==> config.mk <==
export PLATFORM = sky130hd
export DESIGN_NAME = dir_coh_ctrl
export DESIGN_NICKNAME = d
export VERILOG_FILES = /design/src/rtl/dcc_pkg.sv /design/src/rtl/dcc_dir_store.sv /design/src/rtl/dcc_mem.sv /design/src/rtl/dcc_ack_track.sv /design/src/rtl/dir_coh_ctrl.sv
export SDC_FILE = /design/constraint.sdc
export NUM_CORES = 1
export LEC_CHECK = 0
export BUFFER_PORTS_ARGS = -buffer_cell sky130_fd_sc_hd__buf_4
export CELL_PAD_IN_SITES_DETAIL_PLACEMENT = 1
export CELL_PAD_IN_SITES_GLOBAL_PLACEMENT = 1
export CORE_MARGIN = 2
export CORE_UTILIZATION = 45
export CTS_BUF_LIST = sky130_fd_sc_hd__clkbuf_4
export CTS_CLUSTER_DIAMETER = 100
export DETAILED_ROUTE_END_ITERATION = 16
export GPL_TIMING_DRIVEN = 0
export PLACE_DENSITY = 0.8
export SLEW_MARGIN = 30
export SYNTH_ARGS = -nofsm -noshare
export SYNTH_HDL_FRONTEND = slang
export SYNTH_SLANG_ARGS = --single-unit
==> constraint.sdc <==
create_clock -name clk_i -period 3.75 [get_ports clk_i]
set_input_delay 0.75 -clock clk_i [delete_from_list [all_inputs] [get_ports clk_i]]
set_output_delay 0.75 -clock clk_i [all_outputs]
set_load 0.01 [all_outputs]
==> src/rtl/dcc_pkg.sv <==
package dcc_pkg;
  typedef enum logic [1:0] {REQ_READ = 2'd0, REQ_OWN = 2'd1, REQ_DROP = 2'd2} req_kind_e;
  typedef enum logic [1:0] {LN_NONE = 2'd0, LN_SHARED = 2'd1, LN_OWNED = 2'd2} line_state_e;
  typedef enum logic [1:0] {FS_IDLE, FS_DECIDE, FS_WAIT_ACK, FS_WAIT_WB} fsm_state_e;
endpackage

==> src/rtl/dcc_dir_store.sv <==
module dcc_dir_store
  import dcc_pkg::*;
#(
  parameter int N_PORTS = 4,
  parameter int N_LINES = 16
) (
  input  logic                     clk_i,
  input  logic                     rst_ni,
  input  logic [$clog2(N_LINES)-1:0] rd_idx_i,
  output line_state_e              rd_state_o,
  output logic [N_PORTS-1:0]       rd_sharers_o,
  output logic [((N_PORTS>1)?$clog2(N_PORTS):1)-1:0] rd_owner_o,
  input  logic                     wr_en_i,
  input  logic [$clog2(N_LINES)-1:0] wr_idx_i,
  input  line_state_e              wr_state_i,
  input  logic [N_PORTS-1:0]       wr_sharers_i,
  input  logic [((N_PORTS>1)?$clog2(N_PORTS):1)-1:0] wr_owner_i
);
  localparam int LINE_W = $clog2(N_LINES);
  localparam int PORT_W = (N_PORTS > 1) ? $clog2(N_PORTS) : 1;

  line_state_e        st_arr  [N_LINES];
  logic [N_PORTS-1:0] sh_arr  [N_LINES];
  logic [PORT_W-1:0]  own_arr [N_LINES];

  for (genvar g = 0; g < N_LINES; g++) begin : g_entry
    line_state_e        st_q;
    logic [N_PORTS-1:0] sh_q;
    logic [PORT_W-1:0]  own_q;
    always_ff @(posedge clk_i or negedge rst_ni) begin
      if (!rst_ni) begin
        st_q  <= LN_NONE;
        sh_q  <= '0;
        own_q <= '0;
      end else if (wr_en_i && wr_idx_i == LINE_W'(g)) begin
        st_q  <= wr_state_i;
        sh_q  <= wr_sharers_i;
        own_q <= wr_owner_i;
      end
    end
    assign st_arr[g]  = st_q;
    assign sh_arr[g]  = sh_q;
    assign own_arr[g] = own_q;
  end

  assign rd_state_o   = st_arr[rd_idx_i];
  assign rd_sharers_o = sh_arr[rd_idx_i];
  assign rd_owner_o   = own_arr[rd_idx_i];

  AST_OWNED_ONE_HOLDER: assert property (@(posedge clk_i) disable iff (!rst_ni)
    (wr_en_i && wr_state_i == LN_OWNED) |-> ($countones(wr_sharers_i) == 1 && wr_sharers_i[wr_owner_i]));
  AST_NONE_NO_HOLDER: assert property (@(posedge clk_i) disable iff (!rst_ni)
    (wr_en_i && wr_state_i == LN_NONE) |-> (wr_sharers_i == '0));
endmodule

==> src/rtl/dcc_mem.sv <==
module dcc_mem #(
  parameter int N_LINES = 16,
  parameter int DATA_W  = 32
) (
  input  logic                       clk_i,
  input  logic                       rst_ni,
  input  logic [$clog2(N_LINES)-1:0] rd_idx_i,
  output logic [DATA_W-1:0]          rd_data_o,
  input  logic                       wr_en_i,
  input  logic [$clog2(N_LINES)-1:0] wr_idx_i,
  input  logic [DATA_W-1:0]          wr_data_i
);
  localparam int LINE_W = $clog2(N_LINES);

  logic [DATA_W-1:0] word_arr [N_LINES];

  for (genvar g = 0; g < N_LINES; g++) begin : g_word
    logic [DATA_W-1:0] word_q;
    always_ff @(posedge clk_i or negedge rst_ni) begin
      if (!rst_ni)                                     word_q <= '0;
      else if (wr_en_i && wr_idx_i == LINE_W'(g))      word_q <= wr_data_i;
    end
    assign word_arr[g] = word_q;
  end

  assign rd_data_o = word_arr[rd_idx_i];
endmodule

==> src/rtl/dcc_ack_track.sv <==
module dcc_ack_track #(
  parameter int N_PORTS = 4
) (
  input  logic               clk_i,
  input  logic               rst_ni,
  input  logic               load_i,
  input  logic [N_PORTS-1:0] load_mask_i,
  input  logic [N_PORTS-1:0] ack_i,
  output logic [N_PORTS-1:0] pending_o,
  output logic               done_o
);
  logic [N_PORTS-1:0] pending_q;

  always_ff @(posedge clk_i or negedge rst_ni) begin
    if (!rst_ni)     pending_q <= '0;
    else if (load_i) pending_q <= load_mask_i;
    else             pending_q <= pending_q & ~ack_i;
  end

  assign pending_o = pending_q;
  // all outstanding bits clear once this cycle's acks are taken
  assign done_o    = (pending_q & ~ack_i) == '0;

  AST_ACK_EXPECTED: assert property (@(posedge clk_i) disable iff (!rst_ni)
    (ack_i != '0) |-> ((ack_i & ~pending_q) == '0));
endmodule

==> src/rtl/dir_coh_ctrl.sv <==
module dir_coh_ctrl
  import dcc_pkg::*;
#(
  parameter int N_PORTS = 4,
  parameter int N_LINES = 16,
  parameter int DATA_W  = 32,
  localparam int PORT_W = (N_PORTS > 1) ? $clog2(N_PORTS) : 1,
  localparam int LINE_W = $clog2(N_LINES)
) (
  input  logic               clk_i,
  input  logic               rst_ni,
  input  logic               req_valid_i,
  output logic               req_ready_o,
  input  logic [PORT_W-1:0]  req_port_i,
  input  logic [1:0]         req_kind_i,
  input  logic [LINE_W-1:0]  req_line_i,
  input  logic [DATA_W-1:0]  req_data_i,
  output logic [N_PORTS-1:0] cmd_inv_o,
  output logic [N_PORTS-1:0] cmd_wb_o,
  output logic [LINE_W-1:0]  cmd_line_o,
  input  logic [N_PORTS-1:0] inv_ack_i,
  input  logic               wb_valid_i,
  input  logic [DATA_W-1:0]  wb_data_i,
  output logic               gnt_valid_o,
  output logic [PORT_W-1:0]  gnt_port_o,
  output logic               gnt_excl_o,
  output logic [LINE_W-1:0]  gnt_line_o,
  output logic [DATA_W-1:0]  gnt_data_o
);
  fsm_state_e        fsm_q, fsm_d;
  logic [PORT_W-1:0] cur_port_q;
  req_kind_e         cur_kind_q;
  logic [LINE_W-1:0] cur_line_q;
  logic [DATA_W-1:0] cur_data_q;

  line_state_e        dir_state;
  logic [N_PORTS-1:0] dir_sharers;
  logic [PORT_W-1:0]  dir_owner;
  logic               dir_we;
  line_state_e        dir_wst;
  logic [N_PORTS-1:0] dir_wsh;
  logic [PORT_W-1:0]  dir_wown;

  logic [DATA_W-1:0] mem_rdata;
  logic              mem_we;
  logic [DATA_W-1:0] mem_wdata;

  logic               trk_load;
  logic [N_PORTS-1:0] trk_pending;
  logic               trk_done;

  logic               gnt_set, gnt_excl_d;
  logic [DATA_W-1:0]  gnt_data_d;
  logic [N_PORTS-1:0] inv_d, wb_d;

  logic               gnt_valid_q, gnt_excl_q;
  logic [PORT_W-1:0]  gnt_port_q;
  logic [LINE_W-1:0]  gnt_line_q;
  logic [DATA_W-1:0]  gnt_data_q;
  logic [N_PORTS-1:0] cmd_inv_q, cmd_wb_q;
  logic [LINE_W-1:0]  cmd_line_q;

  logic               accept;
  logic [N_PORTS-1:0] self_mask, owner_mask, others;
  logic               owned_by_other;

  dcc_dir_store #(.N_PORTS(N_PORTS), .N_LINES(N_LINES)) i_dir (
    .clk_i, .rst_ni,
    .rd_idx_i(cur_line_q), .rd_state_o(dir_state), .rd_sharers_o(dir_sharers), .rd_owner_o(dir_owner),
    .wr_en_i(dir_we), .wr_idx_i(cur_line_q), .wr_state_i(dir_wst), .wr_sharers_i(dir_wsh),
    .wr_owner_i(dir_wown)
  );

  dcc_mem #(.N_LINES(N_LINES), .DATA_W(DATA_W)) i_mem (
    .clk_i, .rst_ni,
    .rd_idx_i(cur_line_q), .rd_data_o(mem_rdata),
    .wr_en_i(mem_we), .wr_idx_i(cur_line_q), .wr_data_i(mem_wdata)
  );

  dcc_ack_track #(.N_PORTS(N_PORTS)) i_trk (
    .clk_i, .rst_ni,
    .load_i(trk_load), .load_mask_i(inv_d), .ack_i(inv_ack_i),
    .pending_o(trk_pending), .done_o(trk_done)
  );

  assign req_ready_o    = (fsm_q == FS_IDLE);
  assign accept         = req_valid_i && req_ready_o;
  assign self_mask      = N_PORTS'(1) << cur_port_q;
  assign owner_mask     = N_PORTS'(1) << dir_owner;
  assign others         = dir_sharers & ~self_mask;
  assign owned_by_other = (dir_state == LN_OWNED) && (dir_owner != cur_port_q);

  always_comb begin
    fsm_d      = fsm_q;
    dir_we     = 1'b0;
    dir_wst    = dir_state;
    dir_wsh    = dir_sharers;
    dir_wown   = dir_owner;
    mem_we     = 1'b0;
    mem_wdata  = wb_data_i;
    trk_load   = 1'b0;
    gnt_set    = 1'b0;
    gnt_excl_d = 1'b0;
    gnt_data_d = mem_rdata;
    inv_d      = '0;
    wb_d       = '0;
    unique case (fsm_q)
      FS_IDLE: if (accept) fsm_d = FS_DECIDE;
      FS_DECIDE: begin
        fsm_d = FS_IDLE;
        unique case (cur_kind_q)
          REQ_READ: begin
            if (owned_by_other) begin
              wb_d  = owner_mask;
              fsm_d = FS_WAIT_WB;
            end else if (dir_state == LN_OWNED) begin
              gnt_set    = 1'b1;
              gnt_excl_d = 1'b1;
            end else begin
              gnt_set  = 1'b1;
              dir_we   = 1'b1;
              dir_wst  = LN_SHARED;
              dir_wsh  = dir_sharers | self_mask;
              dir_wown = '0;
            end
          end
          REQ_OWN: begin
            if (owned_by_other) begin
              wb_d  = owner_mask;
              fsm_d = FS_WAIT_WB;
            end else if (others != '0) begin
              inv_d    = others;
              trk_load = 1'b1;
              fsm_d    = FS_WAIT_ACK;
            end else begin
              gnt_set    = 1'b1;
              gnt_excl_d = 1'b1;
              dir_we     = 1'b1;
              dir_wst    = LN_OWNED;
              dir_wsh    = self_mask;
              dir_wown   = cur_port_q;
            end
          end
          default: begin
            gnt_set    = 1'b1;
            gnt_data_d = '0;
            if ((dir_sharers & self_mask) != '0) begin
              dir_we   = 1'b1;
              dir_wsh  = others;
              dir_wst  = (others == '0) ? LN_NONE : LN_SHARED;
              dir_wown = '0;
              if (dir_state == LN_OWNED) begin
                mem_we    = 1'b1;
                mem_wdata = cur_data_q;
              end
            end
          end
        endcase
      end
      FS_WAIT_ACK: begin
        if (trk_done) begin
          fsm_d      = FS_IDLE;
          gnt_set    = 1'b1;
          gnt_excl_d = 1'b1;
          dir_we     = 1'b1;
          dir_wst    = LN_OWNED;
          dir_wsh    = self_mask;
          dir_wown   = cur_port_q;
        end
      end
      default: begin
        if (wb_valid_i) begin
          fsm_d      = FS_IDLE;
          gnt_set    = 1'b1;
          gnt_data_d = wb_data_i;
          mem_we     = 1'b1;
          dir_we     = 1'b1;
          if (cur_kind_q == REQ_READ) begin
            dir_wst  = LN_SHARED;
            dir_wsh  = self_mask | owner_mask;
            dir_wown = '0;
          end else begin
            gnt_excl_d = 1'b1;
            dir_wst    = LN_OWNED;
            dir_wsh    = self_mask;
            dir_wown   = cur_port_q;
          end
        end
      end
    endcase
  end

  always_ff @(posedge clk_i or negedge rst_ni) begin
    if (!rst_ni) begin
      fsm_q      <= FS_IDLE;
      cur_port_q <= '0;
      cur_kind_q <= REQ_READ;
      cur_line_q <= '0;
      cur_data_q <= '0;
    end else begin
      fsm_q <= fsm_d;
      if (accept) begin
        cur_port_q <= req_port_i;
        cur_kind_q <= req_kind_e'(req_kind_i);
        cur_line_q <= req_line_i;
        cur_data_q <= req_data_i;
      end
    end
  end

  always_ff @(posedge clk_i or negedge rst_ni) begin
    if (!rst_ni) begin
      gnt_valid_q <= 1'b0;
      gnt_excl_q  <= 1'b0;
      gnt_port_q  <= '0;
      gnt_line_q  <= '0;
      gnt_data_q  <= '0;
      cmd_inv_q   <= '0;
      cmd_wb_q    <= '0;
      cmd_line_q  <= '0;
    end else begin
      gnt_valid_q <= gnt_set;
      cmd_inv_q   <= inv_d;
      cmd_wb_q    <= wb_d;
      if (gnt_set) begin
        gnt_excl_q <= gnt_excl_d;
        gnt_port_q <= cur_port_q;
        gnt_line_q <= cur_line_q;
        gnt_data_q <= gnt_data_d;
      end
      if (inv_d != '0 || wb_d != '0) cmd_line_q <= cur_line_q;
    end
  end

  assign gnt_valid_o = gnt_valid_q;
  assign gnt_excl_o  = gnt_excl_q;
  assign gnt_port_o  = gnt_port_q;
  assign gnt_line_o  = gnt_line_q;
  assign gnt_data_o  = gnt_data_q;
  assign cmd_inv_o   = cmd_inv_q;
  assign cmd_wb_o    = cmd_wb_q;
  assign cmd_line_o  = cmd_line_q;

  AST_GNT_SINGLE: assert property (@(posedge clk_i) disable iff (!rst_ni)
    gnt_valid_o |=> !gnt_valid_o);
  AST_EXCL_AFTER_ACKS: assert property (@(posedge clk_i) disable iff (!rst_ni)
    (gnt_valid_o && gnt_excl_o) |-> (trk_pending == '0));
  AST_INV_PULSE: assert property (@(posedge clk_i) disable iff (!rst_ni)
    (cmd_inv_o != '0) |=> (cmd_inv_o == '0));
  AST_INV_NOT_SELF: assert property (@(posedge clk_i) disable iff (!rst_ni)
    (cmd_inv_o != '0) |-> ((cmd_inv_o & self_mask) == '0));
  AST_WB_ONE_OWNER: assert property (@(posedge clk_i) disable iff (!rst_ni)
    (cmd_wb_o != '0) |-> ($countones(cmd_wb_o) == 1));
  AST_WB_WHEN_WAITING: assert property (@(posedge clk_i) disable iff (!rst_ni)
    wb_valid_i |-> (fsm_q == FS_WAIT_WB));
  AST_NO_ACCEPT_BUSY: assert property (@(posedge clk_i) disable iff (!rst_ni)
    (fsm_q == FS_WAIT_ACK || fsm_q == FS_WAIT_WB) |-> !gnt_valid_o || $past(fsm_q) == FS_IDLE);
endmodule

# Yosys cells after proc, flatten, opt, wreduce, memory -nomap -nowiden
# Index checks and enable logic that the tools add are counted.
[word_totals] reg_bits=738 latch_bits=0 ram_bits=0 rom_bits=0 inputBits=80 out_inout_bits=53 word_cells=250 mem_count=0
[op_classes] add_sub_neg=0 n_mul=0 n_div=0 n_lt_le_gt_ge=1 n_eq_ne=22 n_shift=2 muxes=91 bitwise=8 reduce_logical=48
[ops] cell="32-bit two-way mux" count=8
[ops] cell="32-bit binary-select mux with 4-bit select" count=1
[ops] cell="4-bit two-way mux" count=18
[ops] cell="32-bit case mux with 2 select lines" count=1
[ops] cell="2-bit two-way mux" count=26
[ops] cell="1-bit logical AND" count=34
[ops] cell="4-bit == test, second input constant" count=8
[ops] cell="4-bit nonzero test" count=5
[ops] cell="1-bit two-way mux" count=19
[ops] cell="2-bit case mux with 3 select lines" count=3
[ops] cell="2-bit binary-select mux with 4-bit select" count=2
[ops] cell="4-bit binary-select mux with 4-bit select" count=1
[ops] cell="4-bit by 3-bit == test with 1-bit output, second input constant" count=4
[ops] cell="4-bit bitwise AND" count=3
[ops] cell="4-bit logical NOT" count=3
[ops] cell="2-bit case mux with 2 select lines" count=3
[ops] cell="4-bit case mux with 3 select lines" count=1
[ops] cell="1-bit case mux with 3 select lines" count=3
[ops] cell="4-bit by 2-bit == test with 1-bit output, second input constant" count=2
[ops] cell="4-bit NOT" count=2
[ops] cell="4-bit OR" count=2
[ops] cell="1-bit case mux with 2 select lines" count=4
[ops] cell="4-bit case mux with 2 select lines" count=1
[ops] cell="1-bit by 2-bit left shift with 4-bit output, first input constant" count=2
[ops] cell="other kinds (11)" count=16

# Logic depth before layout (Yosys ltp)
[logic_depth] word_depth=12 ltp_mapped=15 ltp_nobuf=10

# Hierarchy
# Synthesis repeated with hierarchy kept, for this count alone.
[unflattened] cells_unflattened=2271 hier_area_um2=34165.3
[modules_own_cells] module="dcc_mem" instances=1 cells_per_inst=1405 area_per_inst_um2=22770.6 seq_area_each_um2=12812.3
[modules_own_cells] module="dcc_dir_store" instances=1 cells_per_inst=364 area_per_inst_um2=5859.4 seq_area_each_um2=3203.1
[modules_own_cells] module="dir_coh_ctrl" instances=1 cells_per_inst=487 area_per_inst_um2=5318.9 seq_area_each_um2=2352.3
[modules_own_cells] module="dcc_ack_track" instances=1 cells_per_inst=15 area_per_inst_um2=216.5 seq_area_each_um2=100.1

# Worst setup path before layout
# No wires, ideal clock.
[synth_timing] kind="reg-to-reg" start="register cur_line_q[3]" end="register i_dir.g_entry[5].own_q[0]" setup_ns=0.125 arrival_time_ns=3.275 required_time_ns=3.625 path_slack_ns=0.350 stages_incl_launch_ff=14 n_path_buf=4 synth_period_minus_slack_ns=3.400 cell_sequence="dfrtp_1 -> buf_4 -> buf_4 -> and2_1 -> a22oi_1 -> a21boi_0 -> a2111o_1 -> a211oi_2 -> o31ai_1 -> o21a_1 -> buf_6 -> buf_8 -> nor3_4 -> mux2_4"
[synth_between] elab_chain_cells=11 word_cells_on_any_way=35 classes_between="eq/ne (3); mux (25); bitwise (3); reduce/logical (4)"
[synth_lines] item="start, declared" line="dir_coh_ctrl.sv:33" rtl="logic [LINE_W-1:0] cur_line_q;"
[synth_lines] item="start signal, assigned" line="dir_coh_ctrl.sv:205" rtl="cur_line_q <= req_line_i;"
[synth_lines] item="4-bit NOT with 5-bit output (implied by the code)" line="dcc_dir_store.sv:46, dcc_dir_store.sv:47, dcc_dir_store.sv:48"
[synth_lines] item="4-bit binary-select mux with 4-bit select" line="dcc_dir_store.sv:47" rtl="assign rd_sharers_o = sh_arr[rd_idx_i];"
[synth_lines] item="4-bit two-way mux (implied by the code) (2 in series)" line="dcc_dir_store.sv:47"
[synth_lines] item="4-bit bitwise AND" line="dir_coh_ctrl.sv:90" rtl="assign others = dir_sharers & ~self_mask;"
[synth_lines] item="4-bit nonzero test" line="dir_coh_ctrl.sv:131" rtl="end else if (others != '0) begin"
[synth_lines] item="1-bit two-way mux" line="dir_coh_ctrl.sv:131"
[synth_lines] item="1-bit two-way mux" line="dir_coh_ctrl.sv:128" rtl="if (owned_by_other) begin"
[synth_lines] item="1-bit case mux with 2 select lines" line="dir_coh_ctrl.sv:111" rtl="unique case (cur_kind_q)"
[synth_lines] item="1-bit case mux with 3 select lines" line="dir_coh_ctrl.sv:107" rtl="unique case (fsm_q)"
[synth_lines] item="1-bit logical AND" line="dcc_dir_store.sv:35" rtl="end else if (wr_en_i && wr_idx_i == LINE_W'(g)) begin"
[synth_lines] item="end signal, assigned" line="dcc_dir_store.sv:38" rtl="own_q <= wr_owner_i;"
[synth_lines] item="end, declared" line="dcc_dir_store.sv:29" rtl="logic [PORT_W-1:0] own_q;"
# Parallel ways exist; a longest one is shown, timed or not. The select of a mux whose other input is x is not followed.
# A chain may end at the register's enable or synchronous reset.

# Worst setup path after layout
[layout_timing] start="register cur_line_q[0]" end="register i_mem.g_word[4].word_q[0]"
[layout_between] elab_chain_cells=10 word_cells_on_any_way=20 classes_between="eq/ne (2); mux (14); bitwise (2); reduce/logical (2)"
[layout_lines] item="4-bit NOT with 5-bit output (implied by the code)" line="dcc_dir_store.sv:46, dcc_dir_store.sv:47"
[layout_lines] item="2-bit binary-select mux with 4-bit select / 4-bit binary-select mux with 4-bit select (equally long branches)" line="dcc_dir_store.sv:46, dcc_dir_store.sv:47"
[layout_lines] item="2-bit two-way mux (implied by the code) / 4-bit two-way mux (equally long branches) (2 in series)" line="dcc_dir_store.sv:46, dcc_dir_store.sv:47"
[layout_lines] item="2-bit == test / 4-bit bitwise AND (equally long branches)" line="dir_coh_ctrl.sv:152, dir_coh_ctrl.sv:147"
[layout_lines] item="1-bit two-way mux / 4-bit nonzero test (equally long branches)" line="dir_coh_ctrl.sv:152, dir_coh_ctrl.sv:147"
[layout_lines] item="1-bit two-way mux" line="dir_coh_ctrl.sv:147" rtl="if ((dir_sharers & self_mask) != '0) begin"
[layout_lines] item="1-bit two-way mux" line="dir_coh_ctrl.sv:111"
[layout_lines] item="1-bit case mux with 2 select lines" line="dir_coh_ctrl.sv:107"
[layout_lines] item="1-bit logical AND" line="dcc_mem.sv:21" rtl="else if (wr_en_i && wr_idx_i == LINE_W'(g)) word_q <= wr_data_i;"
[layout_lines] item="end signal, assigned" line="dcc_mem.sv:21"
[layout_lines] item="end, declared" line="dcc_mem.sv:18" rtl="logic [DATA_W-1:0] word_q;"
# Parallel ways exist; a longest one is shown, timed or not. The select of a mux whose other input is x is not followed.

==> metrics.txt <==
Ports 133; Hold Slack about 0.0092 ns; Post-synth EDFFs 0; synthesized area per cell 11.8 µm²; Layout Area Growth over Synthesis 32.6%; CP Capture Type register; worst slew pin tran 1.40 ns; ys async rst share 100%; most common cell in the netlist dfrtp_1; Setup-failing EPs final slightly below 700; largest stage delay on the critical path 0.89 ns; final worst-path cycle share 129%; Peak Freq 0.207 GHz; total track usage between 30 and 40%; WL/cell just under 40 µm; Worst Hold Class input pin to register; GP Congestion 0.899; CTS H-tree depth 4; clk slew on worst S/H paths 0.08 ns; register bit total from synthesis 738; post-layout min period 4.83 ns; fillcell total between 7000 and 8000; initial DRC count 4509; Post-synth top cells dfrtp_1 (738), nand2_1 (402), o21ai_0 (321); row cnt 99; share of the core filled with cells between 60 and 70%; sequential share of the synthesized area 55.6%; initial antenna violation count 19; CP Class register to register; Post-Route Skew approximately 0.12 ns; Worst-Skew Late Latency between 1 and 1.5 ns; Rel. slew slack 6.35%; CP Max Fanout 10; total routed wirelength around 170 mm; failing checks setup timing; Nets 3464; outcome complete, but fails checks; DP HPWL 79.2 mm; total power 42.7 mW; Clock Path Buffers 3; CTS Sinks 738; crit-path leading delay family compound AO/OA/AOI/OAI gates; die width 276 µm; DR DRC count 0; total global routing overflow 0; P_leak between 15 and 20 nW; Synth cell types between 60 and 70; area of the multi-input gates 15400 µm²; Worst EP arrival 5.81 ns; die height 276 µm; first-pass iteration count of the detailed router 8; Initial Util around 46%; RSZ-0062 raised after global routing yes; setup tns final -201.14 ns; ys flop type dfrtp_1; Placed Cells incl. Taps 3915; most used cell, CP buf_12; Root Driver clkbuf_4; layout cells sized above 1 40.3%; Vias/cell 7.19; count of non-filler cells in the finished layout 4493; vias in the first global route between 30000 and 40000; first-pass GRT wire length 200 mm; post-route ant nets 0; largest net degree at the start of global routing 97; final hold vios 0; register cell area after layout 18500 µm²; Max Cap Viol 0; CP Launch Type register; Synth area leader dfrtp_1; synth top area cells dfrtp_1 (56%), mux4_2 (12%), mux2_2 (5.4%), o21ai_0 (4.8%), nand2_1 (4.5%); required time worst endpoint 4.73 ns; Post-Syn Area 33200 µm²; share of the synthesized area in the top cell type 55.6%; max-slew violation count 0; full die area 76000 µm²; vias 32300; worst path bufs/invs 6; CP max stage cell o21ai_0; PortBufs between 100 and 150; Net Count, Synth 2900; CP Cell Sequence buf_12, nand2b_1, buf_2, a211oi_2, o41ai_2, a31oi_4, a2111o_1, buf_12, o21ai_4, buf_6, clkbuf_16, nand2_8, buf_8, o21ai_0; cell count after synthesis approximately 2800; worst setup margin -1.08 ns; power per standard cell area roughly 970 nW/µm²; core area between 70000 and 80000 µm²; Num CTS Buffers 192; CTS tree done; yosys warns 0; VDD IR max ~580 µV
[report_power, final]
part	total (mW)	leakage, nW	switching, mW	internal [mW]
Clock	7.92	1.45	4.29	3.63
Sequential	13.8	9.94	2.74	11.1
Combinational	20.9	8.32	12.5	8.42
Total	42.7	19.7	19.5	23.1
[flip-flops by register name, indices dropped and copies added, names as in the netlist, 32 cells and up]
| name | count |
|---|---|
| gnt_data_o | 32 |
| cur_data_q | 32 |
| i_dir.g_entry.own_q | 32 |
| i_dir.g_entry.sh_q | 64 |
| i_dir.g_entry.st_q | 32 |
| i_mem.g_word.word_q | 512 |
[worst paths after layout]
kind	startpoint	end	cells after the start	slack, ns
hold reg to reg	i_mem.g_word[10].word_q[12]$_DFFE_PN0P_	i_mem.g_word[10].word_q[12]$_DFFE_PN0P_	2	0.48
hold / removal	wb_data_i[0]	i_mem.g_word[2].word_q[0]$_DFFE_PN0P_	3	0.009
max in group asynchronous	rst_ni	i_mem.g_word[8].word_q[17]$_DFFE_PN0P_	5	1.64
setup / recovery	cur_line_q[0]$_DFFE_PN0P_	i_mem.g_word[4].word_q[0]$_DFFE_PN0P_	14	-1.08
setup reg to reg	cur_line_q[0]$_DFFE_PN0P_	i_mem.g_word[4].word_q[0]$_DFFE_PN0P_	14	-1.08
min in group asynchronous	rst_ni	cur_line_q[3]$_DFFE_PN0P_	2	0.17
[cells by family after synthesis]
logic type,share of synthesized area [%]
and+or+nand+nor,8.74
xor gates and xnor gates,0.0528
DFF,55.6
adders and majority gates,0.151
muxes,20.0
AOI/OAI and AO/OA,12.0
buffers and inverters,3.41
[area by class of cell]
| cell class | count | share of cell area [%] |
|---|---|---|
| clock inverters | 50 | 0.682 |
| diodes | 12 | 0.0682 |
| clock buffers | 286 | 4.88 |
| multi-input cells | 1833 | 35.1 |
| flip-flops and latches | 738 | 41.9 |
| inverters | 13 | 0.114 |
| well taps | 959 | 2.73 |
| plain buffers | 231 | 5.75 |
| repair buffers | 371 | 8.77 |
[through the flow]
stage | instance area (µm²) | setup WS (ns)
final | 44000 | -1.08
after global routing | 44000 | -0.960
after CTS | 40800 | -0.0607
after detailed placement | 35600 | -1.49
after global placement | 35400 | -5.84
after floorplan | 33200 | 0.350
[layout by cell type (no fill, tap or decap), types with 40 or more instances in the layout]
master and n:
o21ai_0 246, mux2_2 112, nor2_1 175, mux2_4 55, dfrtp_1 736, a21oi_2 54
buf_4 237, clkbuf_4 302, mux4_2 181, buf_12 55, buf_8 40, buf_6 64
o21ai_1 105, nand2_1 375, a21oi_1 152, dlygate4sd3_1 74
[metal layers]
metal / vias up / wire length, µm / track usage, %
li1: 11294 / - / -
met1: 16098 / 56100 / 41.9
met2: 3496 / 75600 / 57.8
met3: 1392 / 23900 / 10.7
met4: 20 / 16800 / 22.9
met5: - / 195 / 0
[timing repair]
item,in CTS,in global routing
gates cloned,0,25
hold buffers,74,0
setup endpoints to repair,687,678
gates resized for setup,416,640
setup buffers,47,86
hold endpoints to repair,187,0
pin swaps,28,52
[worst min-delay path, delay by kind of cell]
family	cells	cell delay, ns
AO/OA/AOI/OAI	1	0.17
multiplexers	1	0.14
buffers and inverters	1	0.12
Note: power is estimated with default switching activity, not from simulation.
